===== config.mk =====
export PLATFORM = sky130hd
export DESIGN_NAME = btn_press_counter
export DESIGN_NICKNAME = d
export VERILOG_FILES = /design/src/rtl/btn_cnt_pkg.sv /design/src/rtl/btn_debounce.sv /design/src/rtl/btn_edge_sync.sv /design/src/rtl/decade_core.sv /design/src/rtl/btn_press_counter.sv
export SDC_FILE = /design/constraint.sdc
export NUM_CORES = 1
export LEC_CHECK = 0
export BUFFER_PORTS_ARGS = -buffer_cell sky130_fd_sc_hd__clkbuf_2
export CAP_MARGIN = 20
export CORE_UTILIZATION = 30
export DETAILED_ROUTE_END_ITERATION = 6
export GPL_ROUTABILITY_DRIVEN = 1
export GPL_TIMING_DRIVEN = 0
export HOLD_SLACK_MARGIN = 0.08
export PLACE_DENSITY = 0.57
export SYNTH_ARGS = -nofsm -noshare
export SYNTH_HDL_FRONTEND = slang
export SYNTH_HIERARCHICAL = 1
export SYNTH_SLANG_ARGS = --single-unit

===== constraint.sdc =====
create_clock -name clk -period 1.4 [get_ports clk]
set_input_delay 0.28 -clock clk [delete_from_list [all_inputs] [get_ports clk]]
set_output_delay 0.28 -clock clk [all_outputs]
set_load 0.01 [all_outputs]

===== src/rtl/btn_cnt_pkg.sv =====
package btn_cnt_pkg;

    typedef enum logic [1:0] {
        DB_LOW     = 2'd0,
        DB_RISING  = 2'd1,
        DB_HIGH    = 2'd2,
        DB_FALLING = 2'd3
    } db_state_t;

endpackage


===== src/rtl/btn_debounce.sv =====
module btn_debounce
    import btn_cnt_pkg::*;
#(
    parameter int DB_CYCLES = 16
) (
    input  logic clk,
    input  logic rst,
    input  logic raw,
    output logic clean
);
    localparam int CW = (DB_CYCLES > 2) ? $clog2(DB_CYCLES) : 1;
    localparam logic [CW-1:0] LAST = CW'(DB_CYCLES - 1);

    db_state_t     state_q, state_d;
    logic [CW-1:0] cnt_q, cnt_d;

    always_comb begin
        state_d = state_q;
        cnt_d   = cnt_q;
        unique case (state_q)
            DB_LOW: begin
                if (raw) begin
                    state_d = DB_RISING;
                    cnt_d   = '0;
                end
            end
            DB_RISING: begin
                if (!raw) begin
                    state_d = DB_LOW;
                end else if (cnt_q == LAST) begin
                    state_d = DB_HIGH;
                end else begin
                    cnt_d = cnt_q + 1'b1;
                end
            end
            DB_HIGH: begin
                if (!raw) begin
                    state_d = DB_FALLING;
                    cnt_d   = '0;
                end
            end
            DB_FALLING: begin
                if (raw) begin
                    state_d = DB_HIGH;
                end else if (cnt_q == LAST) begin
                    state_d = DB_LOW;
                end else begin
                    cnt_d = cnt_q + 1'b1;
                end
            end
            default: state_d = DB_LOW;
        endcase
    end

    always_ff @(posedge clk) begin
        if (rst) begin
            state_q <= DB_LOW;
            cnt_q   <= '0;
        end else begin
            state_q <= state_d;
            cnt_q   <= cnt_d;
        end
    end

    always_comb begin
        unique case (state_q)
            DB_HIGH, DB_FALLING: clean = 1'b1;
            default:             clean = 1'b0;
        endcase
    end


    db_rise_chk: assert property (@(posedge clk) disable iff (rst)
        $rose(clean) |-> $past(raw));


    db_fall_chk: assert property (@(posedge clk) disable iff (rst)
        $fell(clean) |-> !$past(raw));

endmodule


===== src/rtl/btn_edge_sync.sv =====
module btn_edge_sync #(
    parameter int STAGES = 3
) (
    input  logic clk,
    input  logic rst,
    input  logic din,
    output logic pulse
);
    logic [STAGES-1:0] sr;

    for (genvar i = 0; i < STAGES; i++) begin : g_stage
        if (i == 0) begin : g_first
            always_ff @(posedge clk) begin
                if (rst) sr[0] <= 1'b0;
                else     sr[0] <= din;
            end
        end else begin : g_next
            always_ff @(posedge clk) begin
                if (rst) sr[i] <= 1'b0;
                else     sr[i] <= sr[i-1];
            end
        end
    end

    assign pulse = sr[STAGES-2] & ~sr[STAGES-1];


    pulse_width_chk: assert property (@(posedge clk) disable iff (rst)
        pulse |=> !pulse);


    pulse_level_chk: assert property (@(posedge clk) disable iff (rst)
        pulse |-> $past(din));

endmodule


===== src/rtl/decade_core.sv =====
module decade_core #(
    parameter int W   = 4,
    parameter int MOD = 10
) (
    input  logic         clk,
    input  logic         rst,
    input  logic         enp,
    input  logic         ent,
    output logic [W-1:0] q,
    output logic         tc
);
    localparam logic [W-1:0] LAST = W'(MOD - 1);

    logic step;
    logic at_last;

    assign step    = enp & ent;
    assign at_last = (q == LAST);

    always_ff @(posedge clk) begin
        if (rst)               q <= '0;
        else if (step) begin
            if (at_last)       q <= '0;
            else               q <= q + 1'b1;
        end
    end

    assign tc = ent & at_last;


    range_chk: assert property (@(posedge clk) disable iff (rst)
        q <= LAST);


    wrap_chk: assert property (@(posedge clk) disable iff (rst)
        (at_last && enp && ent) |=> (q == '0));


    hold_chk: assert property (@(posedge clk) disable iff (rst)
        !(enp && ent) |=> $stable(q));

endmodule


===== src/rtl/btn_press_counter.sv =====
module btn_press_counter #(
    parameter int DB_CYCLES   = 16,
    parameter int SYNC_STAGES = 3,
    parameter int CNT_W       = 4,
    parameter int CNT_MOD     = 10
) (
    input  logic             clk,
    input  logic             rst,
    input  logic             btn_raw,
    output logic [CNT_W-1:0] count,
    output logic             carry
);
    logic btn_clean;
    logic press_pulse;

    btn_debounce #(.DB_CYCLES(DB_CYCLES)) u_db (
        .clk   (clk),
        .rst   (rst),
        .raw   (btn_raw),
        .clean (btn_clean)
    );

    btn_edge_sync #(.STAGES(SYNC_STAGES)) u_sync (
        .clk   (clk),
        .rst   (rst),
        .din   (btn_clean),
        .pulse (press_pulse)
    );

    decade_core #(.W(CNT_W), .MOD(CNT_MOD)) u_cnt (
        .clk (clk),
        .rst (rst),
        .enp (press_pulse),
        .ent (1'b1),
        .q   (count),
        .tc  (carry)
    );


    single_step_chk: assert property (@(posedge clk) disable iff (rst)
        !press_pulse |=> $stable(count));

endmodule


# Word level (Yosys, flattened, before mapping)

Cells that the tools add are included.

Bits of input ports: 3
Bits in registers: 13
Output and inout bits: 5

Mux-type cells: 15
Eq/ne operators: 11
Bitwise logic cells: 2
Add/subtract/negate cells: 2
Reductions and logical operators: 4

Operator list:

| cell                | number |
|---|---|
| $mux 4              | 6 |
| $pmux 4 s4          | 1 |
| $mux 2              | 6 |
| $add 4x1->4 const B | 2 |
| $eq 4x4->1 const B  | 2 |
| $ne 2x2->1 const B  | 4 |
| $pmux 2 s4          | 1 |
| $reduce_and 4->1    | 2 |
| $ne 3x2->1 const B  | 2 |
| $eq 2x2->1 const B  | 2 |
| $eq 2x1->1 const B  | 1 |
| $logic_not 2->1     | 1 |
| $reduce_or 2->1     | 1 |
| $and 1x1->1         | 1 |
| $mux 1              | 1 |
| $not 1->1           | 1 |

# Depth between registers and ports, before layout

Gate-level depths: netlist (run 1).

Depth after elaboration: 4
Depth in mapped cells: 4
Gate-level depth less buffers: 4

# Modules after synthesis

The synthesis (run 1) kept the hierarchy.

By module, submodules not included:

| module            | area each (um^2) | cells an instance | instances | sequential area each (um^2) |
|---|---|---|---|---|
| btn_debounce      | 286.5            | 29                | 1         | 120.1 |
| decade_core       | 193.9            | 22                | 1         | 80.1 |
| btn_edge_sync     | 87.6             | 7                 | 1         | 60.1 |
| btn_press_counter | 3.8              | 1                 | 1         | 0.0 |

# Least setup slack after synthesis (run 1)

Ideal clock, no wire load.

Kind: reg2reg
Start: register u_sync.sr[1]
End: register u_cnt.q[3]
Data arrival time: 1149 ps
Slack: 181 ps
Stages on the path, launching flop included: 5
Period minus slack after synthesis: 1219 ps
Cell sequence: dfxtp_1 -> nor2b_2 -> nand3_2 -> or4b_1 -> a21oi_1

Word-level cells in the longest chain between the ends: 1

RTL lines:

| what                              | RTL line                | RTL |
|---|---|---|
| from (decl)                       | btn_edge_sync.sv:9      | `logic [STAGES-1:0] sr;` |
| from (signal, indexed assignment) | btn_edge_sync.sv:20     | `else sr[i] <= sr[i-1];` |
| $and 1x1->1                       | btn_edge_sync.sv:25     | `assign pulse = sr[STAGES-2] & ~sr[STAGES-1];` |
| net press_pulse                   | btn_press_counter.sv:14 | `logic press_pulse;` |
| to (signal assigned)              | decade_core.sv:24       | `else q <= q + 1'b1;` |
| to (decl)                         | decade_core.sv:9        | `output logic [W-1:0] q,` |

The timed path passes the listed nets, and every way through them passes these cells.
A chain may end at the register's enable or synchronous reset.

# Final worst setup path (run 1)

Start: register u_cnt.q[2]
End: output carry

Word-level cells in the longest chain between the ends: 1

RTL lines:

| what       | RTL line                | RTL |
|---|---|---|
| $eq 4x4->1 | decade_core.sv:18       | `assign at_last = (q == LAST);` |
| to (decl)  | btn_press_counter.sv:11 | `output logic carry` |

No other way between the ends.

==> reports/results.ini, run 1 <==
[pwr]
ir_drop_mv = 0.4902
p_leak_nw = 0.2976
power_uw = 625.1
powerDensity_nw_per_um2 = 890.6

[timing]
fin_ws_ns = 0.03315
period_share_pct = 97.63
finalSetupViolations = 0
hold_violations = 0
grt_setup_unrepaired = true
skew_ns = 0.005493
slew_viol_final = 0
min_period_ns = 1.367
max_freq_mhz = 731.6
setup_tns_ns = 0

[placed_design]
io_buffers = 7
dp_hpwl_um = 664.3
gp_congestion = 0.7222
placed_area_um2 = 649.4
pre_cts_slack_ns = 0.09453

[clocking]
clk_path_buf_depth = 2
clock_latency_ns = 0.27
clock-sinks = 13
cts-htree-levels = 1
tritoncts = done
path_clk_slew_ns = 0.08
clock-root-buffer = clkbuf_4
numCtsBuffers = 3

[detailed_routing]
drc = 0
drt_first_pass_iters = 1
drt_wl_total_um = 929
final_antenna_net_count = 0
post_drt_wl_per_cell_um = 9.384
drtIter0Drc = 0
via_per_inst = 4.515
vias = 447

[critical_path]
end_kind = output port
max_stage_delay_ns = 0.32
crit_cells = 4
crit_family = simple AND/OR/NAND/NOR gates
cp_data_required_time_ns = 1.12
reg2reg_depth = 4
crit_fanout = 3
path_buf_inv = 1
worst_path_max_delay_cell = dfxtp_2
cp-start-kind = flop
cp_cell_sequence = and2b_2 -> nand3_2 -> nor2_1 -> buf_2
arrival_ns = 1.09
r2r_start = u_sync/sr[1]
path_class = reg2out
startpoint = u_cnt/q[2]

[layout]
final_cell_mix = 11 x dfxtp_1, 6 x clkbuf_2, 5 x nor2_1
finish.instance_area_um2 = 701.9
final_core_util_pct = 39.79
mostFrequentLayoutCell = dfxtp_1
layout-drive-gt1-share_pct = 27.03
fin_nets = 79
antennaDiodeCount = 0
synthToLayoutAreaGrowth_pct = 22.76

[floorplan]
pin_count = 8
start_util_pct = 32.41
design.die.area_um2 = 2084
die_width_um = 45.66
die_y_um = 45.66
core_um2 = 1764
rows = 15

[global_routing]
antenna_found_initial = 0
grt_max_degree = 13
track_usage_pct = 10.80
grt_overflow = 0
grt_pass1_vias = 381
grt_pass1_wl_um = 1593

[job]
maxCapViolCount = 0

[yosys]
syn_area_um2 = 571.8
seq_area_frac_synth_pct = 45.51
synth_edf_count = 0
avgSynthCellArea_um2 = 9.691
yosys.cell_types.count = 30
synthArstFlopShare_pct = 0
yosysWarningCount = 6
synth_seq_cells = 13
ys.flop_type = dfxtp_1
synthCells = 59

[min_path]
min-delay-start = btn_raw
hold_path.class = in2reg
whs_path_depth = 3

[status]
status = finished, final reports clean

[Yosys cell counts (2+ instances only)]
| library cell | n | share of area (%) |
|---|---|---|
| a21oi_1 | 3 | 2.6 |
| a32o_1 | 2 | 3.5 |
| and3_1 | 2 | 2.2 |
| dfxtp_1 | 13 | 46 |
| inv_1 | 2 | 1.3 |
| nand2_1 | 4 | 2.6 |
| nand3_1 | 2 | 1.8 |
| nand4_1 | 3 | 3.3 |
| nor2_1 | 5 | 3.3 |
| nor2b_1 | 3 | 3.3 |
[power by group]
part	total, mW	switching (mW)	internal [mW]
clock	0.228	0.118	0.110
combinational	0.0241	0.0160	0.00803
sequential	0.373	0.00305	0.370
total	0.625	0.137	0.488
[metrics by stage]
| step | hold WS, ns | std cells |
|---|---|---|
| after CTS | 0.2867 | 99 |
| after floorplan | 0.3491 | 62 |
| after global placement | 0.4176 | 94 |
| after detailed placement | 0.4283 | 94 |
| final | 0.2926 | 99 |
| after global routing | 0.3182 | 99 |
[path summary, 6_finish.rpt]
path	end	slack, ns
max	carry	0.03
min reg2reg	u_sync/sr[1]	0.44
max reg2reg	u_cnt/q[3]	0.08
min	flop	0.29
[cell type report]
class                           count  area, um2
Buffer                              1      5.005
Clock buffer                        4      26.28
Fill cell                         208       1062
Inverter                            2      7.507
Multi-Input combinational cell     46      324.1
Sequential cell                    13      265.3
Tap cell                           25      31.28
Timing Repair Buffer                8      42.54
[flip-flops by register name, summed over array words and instances, names as in the netlist, named ones only]
signal,cells
u_db/state_q,1
u_cnt/q,4
u_db/cnt_q,4
u_sync/sr,3
[worst register-to-register path: stages, from the launching register on]
cell and delay, ns:
dfxtp_1 0.33, nor2b_4 0.17, nand3_2 0.11, or4b_1 0.50, a21oi_2 0.14
[layer usage]
metal	part of all wire, %	vias to the layer above	track usage (%)
li1	-	240	-
met1	49	199	15.09
met2	46	8	15.43
met3	4.5	0	2.381
met4	0	0	5.455
met5	0	-	0
[what timing repair did]
action	in CTS	in global routing
endpoints found under the setup margin	1	2
gates cloned	0	0
resized for setup	2	5
setup buffers	1	0
pin swaps	0	0
hold buffers	0	0
[kinds of logic after synthesis]
family          share of synthesized area [%]
simple gates                            28.01
flops                                   45.51
compound gates                          11.82
xor+xnor                                5.909
buf+inv                                 2.188
mux                                     3.720
fa+ha+maj                               2.188
other cells                            0.6558
No activity file was read; power rests on OpenSTA's default activity.
==> run 2, diff against run 1 <==
--- a/config.mk
+++ b/config.mk
@@ -13,6 +13,7 @@
 export GPL_TIMING_DRIVEN = 0
 export HOLD_SLACK_MARGIN = 0.08
 export PLACE_DENSITY = 0.57
+export REMOVE_ABC_BUFFERS = 1
 export SYNTH_ARGS = -nofsm -noshare
 export SYNTH_HDL_FRONTEND = slang
 export SYNTH_HIERARCHICAL = 1
==> reports/results.ini, run 2 (synthesis results as in run 1) <==
[pwr]
power_uw = 637.2  ; was 625.1 uW
p_comb_share_pct = 3.9  ; about the same
p_int_uw = 486.6  ; was 488.5 uW
p_switching_uw = 150.6  ; was 136.6 uW
ir_drop_mv = 0.4996  ; was 0.4902 mV
clkPwrFrac_pct = 37.3  ; was 36.4%
seqPwrFrac_pct = 58.9  ; was 59.7%
p_leak_nw = 0.3108  ; was 0.2976 nW
p_sw_share_pct = 23.63  ; was 21.86%
powerDensity_nw_per_um2 = 887.3  ; was 890.6 nW/um2

[detailed_routing]
met3_wirelength_um = 57  ; was 42 um
vias = 475  ; was 447
post_drt_wl_per_cell_um = 9.604  ; was 9.384 um
drt_first_pass_iters = 3  ; was 1
met2WireLength_um = 437  ; was 431 um
met1_length_um = 456  ; was 455 um
top_layer_used = met4  ; was met3
via_per_inst = 4.703  ; was 4.515
final_antenna_net_count = 0  ; unchanged
drc = 0  ; unchanged
drtIter0Drc = 6  ; was 0
drt_wl_total_um = 970  ; was 929 um

[job]
maxCapViolCount = 0  ; unchanged

[critical_path]
cp_data_required_time_ns = 1.12  ; about the same
reg2reg_depth = 5  ; was 4
arrival_ns = 1.10  ; was 1.09 ns
crit_fanout = 2  ; was 3
path_class = reg2out  ; unchanged
r2r_slack_ns = 0.07  ; was 0.08 ns
cp_cell_sequence = and2b_2 -> nand3_2 -> nor2_1 -> buf_2  ; unchanged
r2r-end = u_cnt/q[1]  ; was u_cnt/q[3]
worst_path_max_delay_cell = dfxtp_2  ; unchanged
cp-start-kind = flop  ; unchanged
end_kind = output port  ; unchanged
max_stage_delay_ns = 0.32  ; about the same
r2r_start = u_cnt/q[2]  ; was u_sync/sr[1]

[layout]
mostFrequentLayoutCell = dfxtp_1  ; unchanged
reg_top3 = u_cnt/q x4, u_db/cnt_q x4, u_sync/sr x3  ; unchanged
layout-drive-gt1-share_pct = 30.26  ; was 27.03%
fillers = 193  ; was 208
ff_latch_area_um2 = 262.8  ; was 265.3 um2
synthToLayoutAreaGrowth_pct = 25.60  ; was 22.76%
multi_input_area_um2 = 324.1  ; unchanged
fin_nets = 81  ; was 79
final_core_util_pct = 40.71  ; was 39.79%
antennaDiodeCount = 0  ; unchanged
finish.instance_area_um2 = 718.2  ; was 701.9 um2
final_cell_mix = 11 x dfxtp_1, 6 x clkbuf_2, 5 x nor2_1  ; unchanged
finalNonFillerCells = 101  ; was 99

[global_routing]
track_usage_pct = 12.78  ; was 10.80%
antenna_found_initial = 0  ; unchanged
grt_max_degree = 13  ; unchanged
grt_pass1_wl_um = 1814  ; was 1593 um
grt_overflow = 0  ; unchanged
grt_pass1_vias = 454  ; was 381

[clocking]
numCtsBuffers = 3  ; unchanged
cts-htree-levels = 1  ; unchanged
clock_latency_ns = 0.29  ; was 0.27 ns
clk_path_buf_depth = 2  ; unchanged
clock-sinks = 13  ; unchanged
path_clk_slew_ns = 0.08  ; about the same
ctsHoldBuffers = 0  ; unchanged
tritoncts = done  ; unchanged
clock-root-buffer = clkbuf_4  ; unchanged

[timing]
setup_tns_ns = 0  ; unchanged
whs_ns = 0.2775  ; was 0.2926 ns
min_period_ns = 1.384  ; was 1.367 ns
max_freq_mhz = 722.4  ; was 731.6 MHz
fin_ws_ns = 0.01579  ; was 0.03315 ns
grt_setup_unrepaired = true  ; unchanged
hold_violations = 0  ; unchanged
slew_viol_final = 0  ; unchanged
finalSetupViolations = 0  ; unchanged
skew_ns = 0.007070  ; was 0.005493 ns
period_share_pct = 98.87  ; was 97.63%

[placed_design]
placed_area_um2 = 644.4  ; was 649.4 um2
gp_congestion = 0.7774  ; was 0.7222
pre_cts_slack_ns = 0.09818  ; was 0.09453 ns
dpl.cell_count = 93  ; was 94
dp_hpwl_um = 653.1  ; was 664.3 um
io_buffers = 7  ; unchanged

[floorplan]
pin_count = 8  ; unchanged
rows = 15  ; unchanged
die_width_um = 45.66  ; unchanged
start_util_pct = 32.41  ; unchanged
die_y_um = 45.66  ; unchanged
core_um2 = 1764  ; unchanged
design.die.area_um2 = 2084  ; unchanged

[min_path]
min-delay-start = btn_raw  ; unchanged
hold_path.class = in2reg  ; unchanged
whs_path_depth = 3  ; unchanged

[status]
status = finished, final reports clean  ; unchanged

run 2: cell count changes in the layout (fill, tap and decap cells not counted), sizes merged:
cell	change
clkbuf	-1
clkinv	+1
buf	+2
run 2: repair_timing:
action / 4_1_cts / 5_1_grt
buffers inserted: 2 / 2
endpoints found under the hold margin: 0 / 0
endpoints found under the setup margin: 1 / 2
pin swaps: 2 / 1
resized for setup: 3 / 3
run 2: worst max-delay path: cells and delay by family, from the launching register on:
family	cells	cell delay [ns]
DFF	1	0.32
and+or+nand+nor	3	0.37
buffers and inverters	1	0.13
run 2: power groups by stage:
stage	clock network [mW]	logic (mW)	registers [mW]
after floorplan	0	0.0131	0.383
after global placement	0	0.0235	0.384
after detailed placement	0	0.0238	0.384
after CTS	0.253	0.0240	0.375
after global routing	0.265	0.0283	0.376
final	0.238	0.0246	0.375
run 2: worst max path at each step:
stage	start	endpoint	slack (ns)	cells after the start
CTS	u_cnt/q[2]	carry	-0.02	4
floorplan	u_sync/sr[1]	u_cnt/q[3]	0.18	4
global placement	u_sync/sr[1]	u_cnt/q[3]	0.10	4
detailed placement	u_sync/sr[1]	u_cnt/q[3]	0.1	4
global route	u_cnt/q[2]	carry	-0.06	4
finish	u_cnt/q[2]	carry	0.02	4
run 2: layer usage:
metal	GRT usage [%]	up-vias
li1	-	241
met3	5.952	3
met2	20.86	11
met1	13.38	220
met5	0	-
met4	7.273	0
run 2: area by class of cell:
type                            count  share of cell area [%]
Sequential cell                    13                   36.59
Tap cell                           25                   4.355
Inverter                            2                   1.045
Multi-Input combinational cell     46                   45.12
Timing Repair Buffer               11                   9.059
Clock buffer                        3                   3.136
Clock inverter                      1                  0.6969
==> run 3, diff against run 2 <==
--- a/config.mk
+++ b/config.mk
@@ -7,6 +7,7 @@
 export LEC_CHECK = 0
 export BUFFER_PORTS_ARGS = -buffer_cell sky130_fd_sc_hd__clkbuf_2
 export CAP_MARGIN = 20
+export CORE_MARGIN = 5
 export CORE_UTILIZATION = 30
 export DETAILED_ROUTE_END_ITERATION = 6
 export GPL_ROUTABILITY_DRIVEN = 1
==> reports/results.ini, run 3 (synthesis results as in run 1) <==
[global_routing]
grt_max_degree = 13  ; unchanged
grt_pass1_vias = 386  ; was 454
grt_overflow = 0  ; unchanged
antenna_found_initial = 0  ; unchanged
track_usage_pct = 8.464  ; was 12.78%
grt_pass1_wl_um = 1704  ; was 1814 um

[pwr]
p_comb_share_pct = 4.0  ; was 3.9%
p_sw_share_pct = 22.07  ; was 23.63%
ir_drop_mv = 0.5604  ; was 0.4996 mV
powerDensity_nw_per_um2 = 882.8  ; was 887.3 nW/um2
p_int_uw = 490.6  ; was 486.6 uW
clkPwrFrac_pct = 36.4  ; was 37.3%
p_leak_nw = 0.3081  ; was 0.3108 nW
p_switching_uw = 139.0  ; was 150.6 uW
seqPwrFrac_pct = 59.6  ; was 58.9%
power_uw = 629.6  ; was 637.2 uW

[detailed_routing]
met1_length_um = 556  ; was 456 um
drt_first_pass_iters = 4  ; was 3
drtIter0Drc = 10  ; was 6
top_layer_used = met3  ; was met4
met3_wirelength_um = 70  ; was 57 um
drt_wl_total_um = 1064  ; was 970 um
drc = 0  ; unchanged
post_drt_wl_per_cell_um = 10.53  ; was 9.604 um
final_antenna_net_count = 0  ; unchanged
via_per_inst = 4.485  ; was 4.703
met2WireLength_um = 437  ; unchanged
vias = 453  ; was 475

[floorplan]
die_width_um = 53.66  ; was 45.66 um
design.die.area_um2 = 2879  ; was 2084 um2
core_um2 = 1764  ; unchanged
start_util_pct = 32.41  ; unchanged
die_y_um = 53.66  ; was 45.66 um
rows = 15  ; unchanged
pin_count = 8  ; unchanged

[clocking]
numCtsBuffers = 3  ; unchanged
clock-sinks = 13  ; unchanged
path_clk_slew_ns = 0.08  ; about the same
cts-htree-levels = 1  ; unchanged
clk_path_buf_depth = 2  ; unchanged
ctsHoldBuffers = 0  ; unchanged
clock-root-buffer = clkbuf_4  ; unchanged
tritoncts = done  ; unchanged
clock_latency_ns = 0.27  ; was 0.29 ns

[layout]
ff_latch_area_um2 = 262.8  ; unchanged
reg_top3 = u_cnt/q x4, u_db/cnt_q x4, u_sync/sr x3  ; unchanged
synthToLayoutAreaGrowth_pct = 24.73  ; was 25.60%
antennaDiodeCount = 0  ; unchanged
mostFrequentLayoutCell = dfxtp_1  ; unchanged
fin_nets = 81  ; unchanged
fillers = 196  ; was 193
final_cell_mix = 11 x dfxtp_1, 6 x clkbuf_2, 5 x nor2_1  ; unchanged
final_core_util_pct = 40.43  ; was 40.71%
finalNonFillerCells = 101  ; unchanged
finish.instance_area_um2 = 713.2  ; was 718.2 um2
multi_input_area_um2 = 320.3  ; was 324.1 um2
layout-drive-gt1-share_pct = 27.63  ; was 30.26%

[critical_path]
crit_fanout = 2  ; unchanged
path_class = reg2out  ; unchanged
max_stage_delay_ns = 0.33  ; was 0.32 ns
arrival_ns = 1.10  ; about the same
cp_cell_sequence = and2b_2 -> nand3_2 -> nor2_1 -> buf_2  ; unchanged
worst_path_max_delay_cell = dfxtp_2  ; unchanged
cp_data_required_time_ns = 1.12  ; about the same
end_kind = output port  ; unchanged
cp-start-kind = flop  ; unchanged

[placed_design]
dp_hpwl_um = 730.9  ; was 653.1 um
dpl.cell_count = 93  ; unchanged
gp_congestion = 0.6653  ; was 0.7774
pre_cts_slack_ns = 0.1121  ; was 0.09818 ns
placed_area_um2 = 644.4  ; unchanged
io_buffers = 7  ; unchanged

[timing]
hold_violations = 0  ; unchanged
fin_ws_ns = 0.01829  ; was 0.01579 ns
whs_ns = 0.2916  ; was 0.2775 ns
slew_viol_final = 0  ; unchanged
grt_setup_unrepaired = true  ; unchanged
min_period_ns = 1.382  ; was 1.384 ns
setup_tns_ns = 0  ; unchanged
max_freq_mhz = 723.7  ; was 722.4 MHz
finalSetupViolations = 0  ; unchanged
period_share_pct = 98.69  ; was 98.87%
skew_ns = 0.005045  ; was 0.007070 ns

[job]
maxCapViolCount = 0  ; unchanged

[min_path]
hold_path.class = in2reg  ; unchanged

[status]
status = finished, final reports clean  ; unchanged

run 3: path summary, 6_finish.rpt:
| kind | start | end | slack [ns] | cells after the start |
|---|---|---|---|---|
| worst max-delay path | u_cnt/q[2] | carry | 0.02 | 4 |
| worst min-delay path | btn_raw | flop | 0.29 | 3 |
| worst max register to register | u_cnt/q[2] | u_cnt/q[1] | 0.08 | 5 |
| worst min register to register | u_sync/sr[0] | u_sync/sr[1] | 0.44 | 1 |
run 3: timing repair:
action | CTS | global route
pin swaps | 2 | 2
setup buffers | 2 | 2
gates resized for setup | 3 | 2
endpoints found under the setup margin | 1 | 2
run 3: layout make-up:
class                      count  share of cell area (%)
multi-input combinational     46                   44.91
tap                           25                   4.386
timing repair buffer          11                   9.123
sequential                    13                   36.84
clock buffer                   4                   3.684
inverter                       2                   1.053
run 3: power by group through the flow:
stage	combinational [mW]	clock (mW)	sequential, mW
detailed placement	0.0244	0	0.384
global placement	0.0235	0	0.384
finish	0.0249	0.229	0.375
floorplan	0.0131	0	0.383
global route	0.0277	0.266	0.376
CTS	0.0247	0.240	0.375
run 3: critical path, delay by kind of cell, from the launching register on:
family / cells / cell delay [ns]
buf+inv: 1 / 0.13
flops: 1 / 0.33
simple gates: 3 / 0.37
run 3: metal layers:
layer	up-vias	track usage [%]
met1	202	11.51
met5	-	0
li1	239	-
met3	0	4.986
met2	12	11.02
met4	0	2.553
